[config.mk]
export PLATFORM = sky130hd
export DESIGN_NAME = buffered_interval_timer
export DESIGN_NICKNAME = d
export VERILOG_FILES = /design/src/rtl/tmr_pkg.sv /design/src/rtl/tmr_regfile.sv /design/src/rtl/tmr_cmd_decode.sv /design/src/rtl/tmr_counter.sv /design/src/rtl/buffered_interval_timer.sv
export SDC_FILE = /design/constraint.sdc
export NUM_CORES = 2
export LEC_CHECK = 0
export ABC_AREA = 1
export BUFFER_PORTS_ARGS = -buffer_cell sky130_fd_sc_hd__buf_2
export CAP_MARGIN = 25
export CORE_ASPECT_RATIO = 0.9
export CORE_MARGIN = 4
export CORE_UTILIZATION = 56
export CTS_CLUSTER_SIZE = 10
export DETAILED_ROUTE_END_ITERATION = 16
export HOLD_SLACK_MARGIN = 0.12
export PLACE_DENSITY = 0.83
export SYNTH_ARGS = -nofsm -noshare
export SYNTH_HDL_FRONTEND = slang
export SYNTH_SLANG_ARGS = --single-unit
[constraint.sdc]
create_clock -name clk -period 2 [get_ports clk]
set_clock_uncertainty 0.15 [all_clocks]
set_input_delay 0.4 -clock clk [delete_from_list [all_inputs] [get_ports clk]]
set_output_delay 0.4 -clock clk [all_outputs]
set_load 0.05 [all_outputs]
[src/rtl/tmr_pkg.sv]
package tmr_pkg;

  // Commands decoded from one write to the control word.
  typedef struct packed {
    logic update;  // copy count buffer into reload value and counter
    logic start;   // load counter from reload value and run
    logic stop;    // halt counting, hold value
  } tmr_cmd_t;

endpackage

[src/rtl/tmr_regfile.sv]
module tmr_regfile #(
  parameter int DATA_W    = 32,
  parameter int NUM_WORDS = 17,
  parameter int IDX_W     = 5,
  parameter int CTRL_IDX  = 2,
  parameter int BUF_IDX   = 15,
  parameter int OBS_IDX   = 16,
  parameter int AUTO_BIT  = 22
) (
  input  logic              clk,
  input  logic              rst,
  input  logic              wr_en,
  input  logic [IDX_W-1:0]  idx,
  input  logic [DATA_W-1:0] wdata,
  input  logic [DATA_W-1:0] obs_val,
  output logic [DATA_W-1:0] rdata,
  output logic [DATA_W-1:0] buf_word,
  output logic              auto_en
);

  localparam logic [IDX_W:0] NUM_EXT = (IDX_W+1)'(NUM_WORDS);
  localparam logic [IDX_W-1:0] OBS_SEL = IDX_W'(OBS_IDX);

  logic [DATA_W-1:0] words [NUM_WORDS];
  logic [DATA_W-1:0] rd_sel;
  logic              in_range;

  assign in_range = ({1'b0, idx} < NUM_EXT);

  // One flop word per index; the observation slot holds no storage.
  for (genvar g = 0; g < NUM_WORDS; g++) begin : g_word
    if (g == OBS_IDX) begin : g_obs
      assign words[g] = '0;
    end else begin : g_store
      always_ff @(posedge clk) begin
        if (rst) begin
          words[g] <= '0;
        end else if (wr_en && idx == IDX_W'(g)) begin
          words[g] <= wdata;
        end
      end
    end
  end

  assign buf_word = words[BUF_IDX];
  assign auto_en  = words[CTRL_IDX][AUTO_BIT];

  always_comb begin
    rd_sel = '0;
    for (int w = 0; w < NUM_WORDS; w++) begin
      if (idx == IDX_W'(w)) rd_sel = words[w];
    end
  end

  always_ff @(posedge clk) begin
    if (rst) begin
      rdata <= '0;
    end else if (idx == OBS_SEL) begin
      rdata <= obs_val;
    end else if (in_range) begin
      rdata <= rd_sel;
    end else begin
      rdata <= '0;
    end
  end

  // Checks
  p_ctrl_store_r2: assert property (@(posedge clk) disable iff (rst)
    (wr_en && idx == IDX_W'(BUF_IDX)) |=> (buf_word == $past(wdata)));

  p_obs_read_r8: assert property (@(posedge clk) disable iff (rst)
    (idx == OBS_SEL) |=> (rdata == $past(obs_val)));

  p_high_read_zero_r9: assert property (@(posedge clk) disable iff (rst)
    (!in_range) |=> (rdata == '0));

endmodule

[src/rtl/tmr_cmd_decode.sv]
module tmr_cmd_decode #(
  parameter int IDX_W    = 5,
  parameter int CTRL_IDX = 2
) (
  input  logic              wr_en,
  input  logic [IDX_W-1:0]  idx,
  input  logic              upd_bit,
  input  logic              start_bit,
  output tmr_pkg::tmr_cmd_t cmd
);

  logic ctrl_wr;

  assign ctrl_wr = wr_en && (idx == IDX_W'(CTRL_IDX));

  // Update outranks start; a control write with neither bit stops.
  always_comb begin
    cmd.update = ctrl_wr && upd_bit;
    cmd.start  = ctrl_wr && !upd_bit && start_bit;
    cmd.stop   = ctrl_wr && !upd_bit && !start_bit;
  end

endmodule

[src/rtl/tmr_counter.sv]
module tmr_counter #(
  parameter int DATA_W = 32
) (
  input  logic              clk,
  input  logic              rst,
  input  logic              tick_en,
  input  tmr_pkg::tmr_cmd_t cmd,
  input  logic [DATA_W-1:0] buf_word,
  input  logic              auto_en,
  output logic [DATA_W-1:0] count,
  output logic              irq
);

  logic [DATA_W-1:0] count_q;
  logic [DATA_W-1:0] reload_q;
  logic              run_q;
  logic              cmd_any;
  logic              expire;

  assign cmd_any = cmd.update | cmd.start | cmd.stop;
  assign expire  = run_q && tick_en && !cmd_any && (count_q <= DATA_W'(1));
  assign count   = count_q;

  always_ff @(posedge clk) begin
    if (rst) begin
      count_q  <= '0;
      reload_q <= '0;
      run_q    <= 1'b0;
      irq      <= 1'b0;
    end else begin
      irq <= expire;
      if (cmd.update) begin
        reload_q <= buf_word;
        count_q  <= buf_word;
      end else if (cmd.start) begin
        count_q <= reload_q;
        run_q   <= 1'b1;
      end else if (cmd.stop) begin
        run_q <= 1'b0;
      end else if (run_q && tick_en) begin
        if (expire) begin
          if (auto_en) begin
            count_q <= reload_q;
          end else begin
            count_q <= '0;
            run_q   <= 1'b0;
          end
        end else begin
          count_q <= count_q - DATA_W'(1);
        end
      end
    end
  end

  // Checks
  p_update_r3: assert property (@(posedge clk) disable iff (rst)
    cmd.update |=> (count_q == $past(buf_word) && run_q == $past(run_q)));

  p_start_r4: assert property (@(posedge clk) disable iff (rst)
    cmd.start |=> (run_q && count_q == $past(reload_q)));

  p_decrement_r5: assert property (@(posedge clk) disable iff (rst)
    (run_q && tick_en && !cmd_any && count_q > DATA_W'(1))
      |=> (count_q == $past(count_q) - DATA_W'(1)));

  p_hold_r5: assert property (@(posedge clk) disable iff (rst)
    (!tick_en && !cmd_any) |=> $stable(count_q));

  p_irq_cause_r6: assert property (@(posedge clk) disable iff (rst)
    irq |-> $past(run_q && tick_en));

  p_oneshot_r7: assert property (@(posedge clk) disable iff (rst)
    (expire && !auto_en) |=> (!run_q && count_q == '0));

  p_autoreload_r7: assert property (@(posedge clk) disable iff (rst)
    (expire && auto_en) |=> (run_q && count_q == $past(reload_q)));

  p_stop_r10: assert property (@(posedge clk) disable iff (rst)
    cmd.stop |=> (!run_q && $stable(count_q)));

  p_cmd_priority_r11: assert property (@(posedge clk) disable iff (rst)
    (cmd_any && tick_en) |=> !irq);

endmodule

[src/rtl/buffered_interval_timer.sv]
module buffered_interval_timer #(
  parameter int DATA_W    = 32,
  parameter int ADDR_W    = 7,
  parameter int NUM_WORDS = 17,
  parameter int CTRL_IDX  = 2,
  parameter int BUF_IDX   = 15,
  parameter int OBS_IDX   = 16,
  parameter int START_BIT = 20,
  parameter int UPD_BIT   = 21,
  parameter int AUTO_BIT  = 22
) (
  input  logic              clk,
  input  logic              rst,
  input  logic [ADDR_W-1:0] bus_addr,
  input  logic              bus_wr,
  input  logic [DATA_W-1:0] bus_wdata,
  output logic [DATA_W-1:0] bus_rdata,
  input  logic              tick_en,
  output logic              irq
);

  localparam int IDX_W = ADDR_W - 2;

  logic [IDX_W-1:0]  idx;
  logic [1:0]        unused_byte_lane;
  logic [DATA_W-1:0] buf_word;
  logic [DATA_W-1:0] live_count;
  logic              auto_en;
  tmr_pkg::tmr_cmd_t cmd;

  assign idx              = bus_addr[ADDR_W-1:2];
  assign unused_byte_lane = bus_addr[1:0];

  tmr_regfile #(
    .DATA_W(DATA_W), .NUM_WORDS(NUM_WORDS), .IDX_W(IDX_W),
    .CTRL_IDX(CTRL_IDX), .BUF_IDX(BUF_IDX), .OBS_IDX(OBS_IDX),
    .AUTO_BIT(AUTO_BIT)
  ) u_regs (
    .clk(clk), .rst(rst), .wr_en(bus_wr), .idx(idx), .wdata(bus_wdata),
    .obs_val(live_count), .rdata(bus_rdata), .buf_word(buf_word),
    .auto_en(auto_en)
  );

  tmr_cmd_decode #(
    .IDX_W(IDX_W), .CTRL_IDX(CTRL_IDX)
  ) u_dec (
    .wr_en(bus_wr), .idx(idx), .upd_bit(bus_wdata[UPD_BIT]),
    .start_bit(bus_wdata[START_BIT]), .cmd(cmd)
  );

  tmr_counter #(
    .DATA_W(DATA_W)
  ) u_cnt (
    .clk(clk), .rst(rst), .tick_en(tick_en), .cmd(cmd),
    .buf_word(buf_word), .auto_en(auto_en), .count(live_count), .irq(irq)
  );

  p_reset_quiet_r1: assert property (@(posedge clk)
    rst |=> (!irq && bus_rdata == '0));

endmodule

# Word level (Yosys, flattened, before mapping)
# Index checks and enable logic that the tools add are counted.
# classes
addsub,1
mul,0
div,0
magnitude_cmp,2
eq_ne,18
n_shift,0
mux,29
n_bitwise,3
n_reduce_logical,32
# op_table
cell,count
2-to-1 mux 32 bit,24
== test 5 x 4 -> 1 bit (second input constant),8
<= comparator 32 x 1 -> 1 bit (second input constant),1
subtractor 32 x 1 -> 32 bit (second input constant),1
logical AND 1 bit,23
== test 5 x 3 -> 1 bit (second input constant),4
== test 5 x 2 -> 1 bit (second input constant),2
nonzero test 3 bit,3
!= test 3 x 1 -> 1 bit (second input constant),2
== test 5 x 1 -> 1 bit (second input constant),1
== test 5 bit (second input constant),1
logical NOT 5 bit,1
less-than comparator 5 bit (second input constant),1
2-to-1 mux 1 bit,5
AND reduction 4 bit,1
logical NOT 1 bit,3
OR 1 bit,2
AND reduction 2 bit,1
inverter 1 bit,1
# word_totals
register_bits,610
latch_bits,0
mem_bits_rw,0
romBits,0
inputBits,43
out_inout_bits,33
elab_cells,106
memories,0

# Logic depth before layout (Yosys ltp)
# depth
ltp_word,19
ltp_mapped,17

# Modules after synthesis
# A second synthesis with hierarchy kept.
# hier_totals
cells_unflattened,4027
hier_area_um2,27343.7
# by_module_without_submodules
mod,instances,cells_each,area_each_um2
tmr_regfile,1,3317,23030.8
tmr_counter,1,695,4247.8
tmr_cmd_decode,1,15,65.1

# Worst setup path after synthesis
# OpenSTA, ideal clock, no wires.
# synth_path
path_type,reg2reg
start,register u_cnt.count_q[0] (netlist: u_cnt.count[0])
end,register u_cnt.count_q[1] (netlist: u_cnt.count[1])
t_arrival_ns,1.931
required_time_ns,1.731
slack_ns,-0.200
path_stages_with_launch,15
path_cell_list,dfxtp_1 -> inv_1 -> ha_1 -> nand3_2 -> nor2_2 -> nand2_1 -> nor2_1 -> nand3_1 -> o21ai_0 -> nand2_1 -> nand2_4 -> nor2_8 -> inv_4 -> nor2_1 -> o221a_2
# synth_via
elab_chain_len,7
word_cells_on_any_way,8
# synth_rtl
item,line,text
from (decl),tmr_counter.sv:14,logic [DATA_W-1:0] count_q;
from (signal assigned),tmr_counter.sv:34,count_q <= buf_word;
from (signal assigned),tmr_counter.sv:36,count_q <= reload_q;
from (signal assigned),tmr_counter.sv:43,count_q <= reload_q;
<= comparator 32 x 1 -> 1 bit,tmr_counter.sv:21,assign expire = run_q && tick_en && !cmd_any && (count_q <= DATA_W'(1));
logical AND 1 bit,tmr_counter.sv:21,
2-to-1 mux 32 bit *,tmr_counter.sv:41,if (expire) begin
2-to-1 mux 32 bit *,tmr_counter.sv:40,end else if (run_q && tick_en) begin
2-to-1 mux 32 bit *,tmr_counter.sv:38,end else if (cmd.stop) begin
2-to-1 mux 32 bit *,tmr_counter.sv:35,end else if (cmd.start) begin
2-to-1 mux 32 bit *,tmr_counter.sv:32,if (cmd.update) begin
# Mark *: on every way between the ends. The rest lies on a longest branch, timed or not. The select of a mux whose other input is x is not followed.
# A chain may end at the register's enable or synchronous reset.

# Final worst setup path
# layout_path
start,register u_cnt.count_q[1] (netlist: u_cnt.count[1])
end,register u_cnt.count_q[21] (netlist: u_cnt.count[21])
# The elaborated chain is that of the path after synthesis.

==> metrics.md <==
| Metric | Value |
|---|---|
| Top_reg_cell synth | dfxtp_1 |
| Post-route cell area | 32800 um2 |
| # clock sinks | 610 |
| Worst-margin pin slew | 0.824 ns |
| Synth warn | 0 |
| DRC | 0 |
| Ports | 76 |
| Synth top cells by count | nand2_1 (794), dfxtp_1 (610), a21oi_1 (487) |
| Dpl cells | 4561 |
| Clock power share | 44.2% |
| Relative slew margins | 45.1% |
| Sequential area share after synthesis | 45.7% |
| Leak | 0.0124 uW |
| Fill count | 3464 |
| EDFF count, synth | 0 |
| Vias in the first global route | 26100 |
| GPL Wtd Cong | 0.922 |
| Status | finished, violations left |
| Post-synthesis cell count | 3854 |
| Post-DRT Antenna Nets | 0 |
| Routed met2 length | 41000 um |
| CP peak stage delay | around 0.39 ns |
| Pwr dens | 793 nW/um2 |
| Seq pwr share | 47.5% |
| Drt first pass iters | 8 |
| Die area | slightly above 50000 um2 |
| Post-synthesis register bit count | 610 |
| Initial Util | 56.9% |
| Worst vdd ir | 0.555 mV |
| Count leader, synth | nand2_1 |
| Setup TNS | -4.25 ns |
| Hold slack | roughly 0.14 ns |
| Post-synth cell types | 44 |
| CTS root buf | clkbuf_16 |
| Max-cap violations | 0 |
| Logic pwr share | 8.3% |
| DP Area | around 30000 um2 |
| Met3 WL | 10600 um |
| Final WL | 90900 um |
| Avg WL per Cell | 19.4 um |
| Largest net degree at the start of global routing | 155 |
| Area leader, netlist | dfxtp_1 |
| Die width | about 240 um |
| First-pass GRT wire length | 139000 um |
| Synthesized Nets | 3899 |
| Ranking of synthesized cells by area | dfxtp_1 (46%), nand2_1 (11%), a21oi_1 (9.1%), nor2_1 (6.8%), o21ai_0 (6.6%) |
| Hold Vio Cnt, Final | 0 |
| Worst Setup End Kind | flop |
| Area grow syn2layout | 22.9% |
| Net Sw Frac | approximately 24% |
| CTS tree | done |
| Critical Path AT | 2.60 ns |
| Number of I/O port buffers | 73 |
| Total power | 26000 uW |
| Die Ht | 215 um |
| Async SR Flop Fraction | 0% |
| Min-delay worst type | in2reg |
| Top layer in use | met5 |
| Longest Clk Path Bufs | 3 |
| Worst EP required | 2.37 ns |
| HPWL after detailed placement | 55900 um |
| Setup Viol. Count Final | 33 |
| CP max-delay cell | dfxtp_4 |
| Pint | 19700 uW |
| Fmax | 448 MHz |
| Final WS setup | -0.233 ns |
| Worst Path Buf+Inv | 2 |
| Vias per inst | 6.05 |
| Crit-path max FO | 8 |
| Initial antenna violation count | 3 |
| Number of core rows | between 70 and 80 |
| Worst-Skew Late Latency | 0.61 ns |
| Mapped Area | around 27000 um2 |
| Crit-path leading delay family | simple AND/OR/NAND/NOR gates |
| Fin crit share | 112% |
| CP startpoint kind | flop |
| Iteration-0 DRC Markers | 4354 |
| Clock Pin Slew Worst Setup and Hold Paths | roughly 0.06 ns |
| RSZ-0062 raised after global routing | yes |
| Via count | between 20000 and 30000 |
| Core Area | 46900 um2 |
| Fin. max-slew vios | 0 |
| GRT overflow | 0 |
| H-tree level count | 3 |
| Minimum clock period | 2.23 ns |
| Final #Nets | 4115 |
| Global Route Usage Sum | 32.8% |
| Mapped Avg Cell Area | about 6.9 um2 |
| Failing checks | negative setup slack |
| CP Class | reg2reg |
| Final non-filler cell total | 4697 |
| Metal-1 WL | 34800 um |
| Yosys top cell area share | 45.7% |
| Cts bufs inserted | 71 |
| Cell Chain, Critical Path | inv_4, ha_4, nand3_4, nor2_4, nand2_2, nor2_4, nand3_2, o21ai_2, nand2_2, nand2_4, nor2_8, inv_8, a21oi_1, o21ai_0, a31oi_1 |
| Psw | 6340 uW |
| Fraction of layout cells with a size suffix above 1 | between 15 and 20% |
path summary, 6_finish.rpt:
check / slack [ns] / from / endpoint / depth (start not counted)
worst max-delay path: -0.23 / u_cnt.count[1] / u_cnt.count[21] / 15
worst min-delay path: 0.14 / bus_wdata[30] / u_regs.words[414] / 3
worst max register to register: -0.23 / u_cnt.count[1] / u_cnt.count[21] / 15
worst min register to register: 0.30 / u_regs.words[372] / u_regs.words[372] / 2
power by group through the flow:
stage,sequential (uW),clock [uW],combinational [uW]
6_report,12400,11500,2170
5_1_grt,12400,11900,2290
4_1_cts,12400,11500,1950
3_5_place_dp,12600,0,1810
3_3_place_gp,12600,0,1780
2_1_floorplan,12700,0,1000
timing repair:
| item | in CTS | in global routing |
|---|---|---|
| pin swaps | 21 | 58 |
| hold buffers | 20 | 0 |
| gates cloned | 3 | 1 |
| endpoints found under the setup margin | 35 | 76 |
| gates resized for setup | 60 | 126 |
| buffers inserted | 16 | 16 |
| hold endpoints to repair | 131 | 0 |
state kept, by name (all words and copies together), names as in the netlist:
register,flops
u_cnt.count,32
u_cnt.irq,1
u_regs.words,479
u_cnt.run_q,1
u_regs.auto_en,1
u_regs.buf_word,32
u_regs.rdata,32
u_cnt.reload_q,32
layer usage:
layer / track usage (%) / vias to the layer above
met5: 0 / -
met4: 14.6 / 2
met3: 7.15 / 426
met1: 44.0 / 13100
met2: 51.2 / 1937
li1: - / 13000
worst register-to-register path, stage by stage (launching register included):
cell and delay, ns:
dfxtp_4 0.39, inv_4 0.05, ha_4 0.16, nand3_4 0.11
nor2_4 0.05, nand2_2 0.09, nor2_4 0.05, nand3_2 0.09
o21ai_2 0.08, nand2_2 0.11, nand2_4 0.08, nor2_8 0.20
inv_8 0.08, a21oi_1 0.15, o21ai_0 0.15, a31oi_1 0.17
logic make-up (layout without fill, tap and decap cells):
logic type / count (synthesis) / count (layout) / synth area share (%)
and+or+nand+nor: 1729 / 1729 / 27.5
AOI/OAI and AO/OA: 904 / 904 / 17.5
DFF: 610 / 610 / 45.7
buffers and inverters: 592 / 817 / 8.71
xor gates and xnor gates: 17 / 17 / 0.557
adders and majority gates: 2 / 2 / 0.0937
other: 0 / 2 / 0
stage by stage:
stage,worst slack [ns],util [%]
after floorplan,-0.0307,-
after global placement,-0.602,63.4
after detailed placement,-0.631,63.4
final,-0.233,69.9
after CTS,-0.101,68.8
after global routing,-0.301,69.9
layout make-up:
type / instances / area, um2 / share of cell area, %
inverters: 290 / 1130 / 3.44
multi-input cells: 2652 / 12700 / 38.8
diodes: 2 / 5.00 / 0.0153
clock inverters: 4 / 33.8 / 0.103
flip-flops and latches: 610 / 12200 / 37.3
repair buffers: 445 / 3990 / 12.2
clock buffers: 78 / 1910 / 5.81
well taps: 616 / 771 / 2.35
cell usage in the layout (no fill, tap or decap), types with 11 or more instances in the layout:
master         netlist  routed
clkbuf_16            0      76
dfxtp_1            610     602
nor2_1             486     455
nand3_2              2      11
xor2_1              16      15
nand2_1            794     763
o21a_1              18      18
buf_2               55      66
dlygate4sd3_1        0      20
nand4_1            100     100
a21oi_1            487     483
nand3_1            304     290
nor2_4               5      24
o21ai_0            351     346
nand2_2              2      30
inv_1              266     258
buf_12               0      50
buf_6                3      17
nor2_2              11      23
buf_4                2     286
inv_2               18      19
a31oi_1             18      17
(Power assumes the default switching activity.)
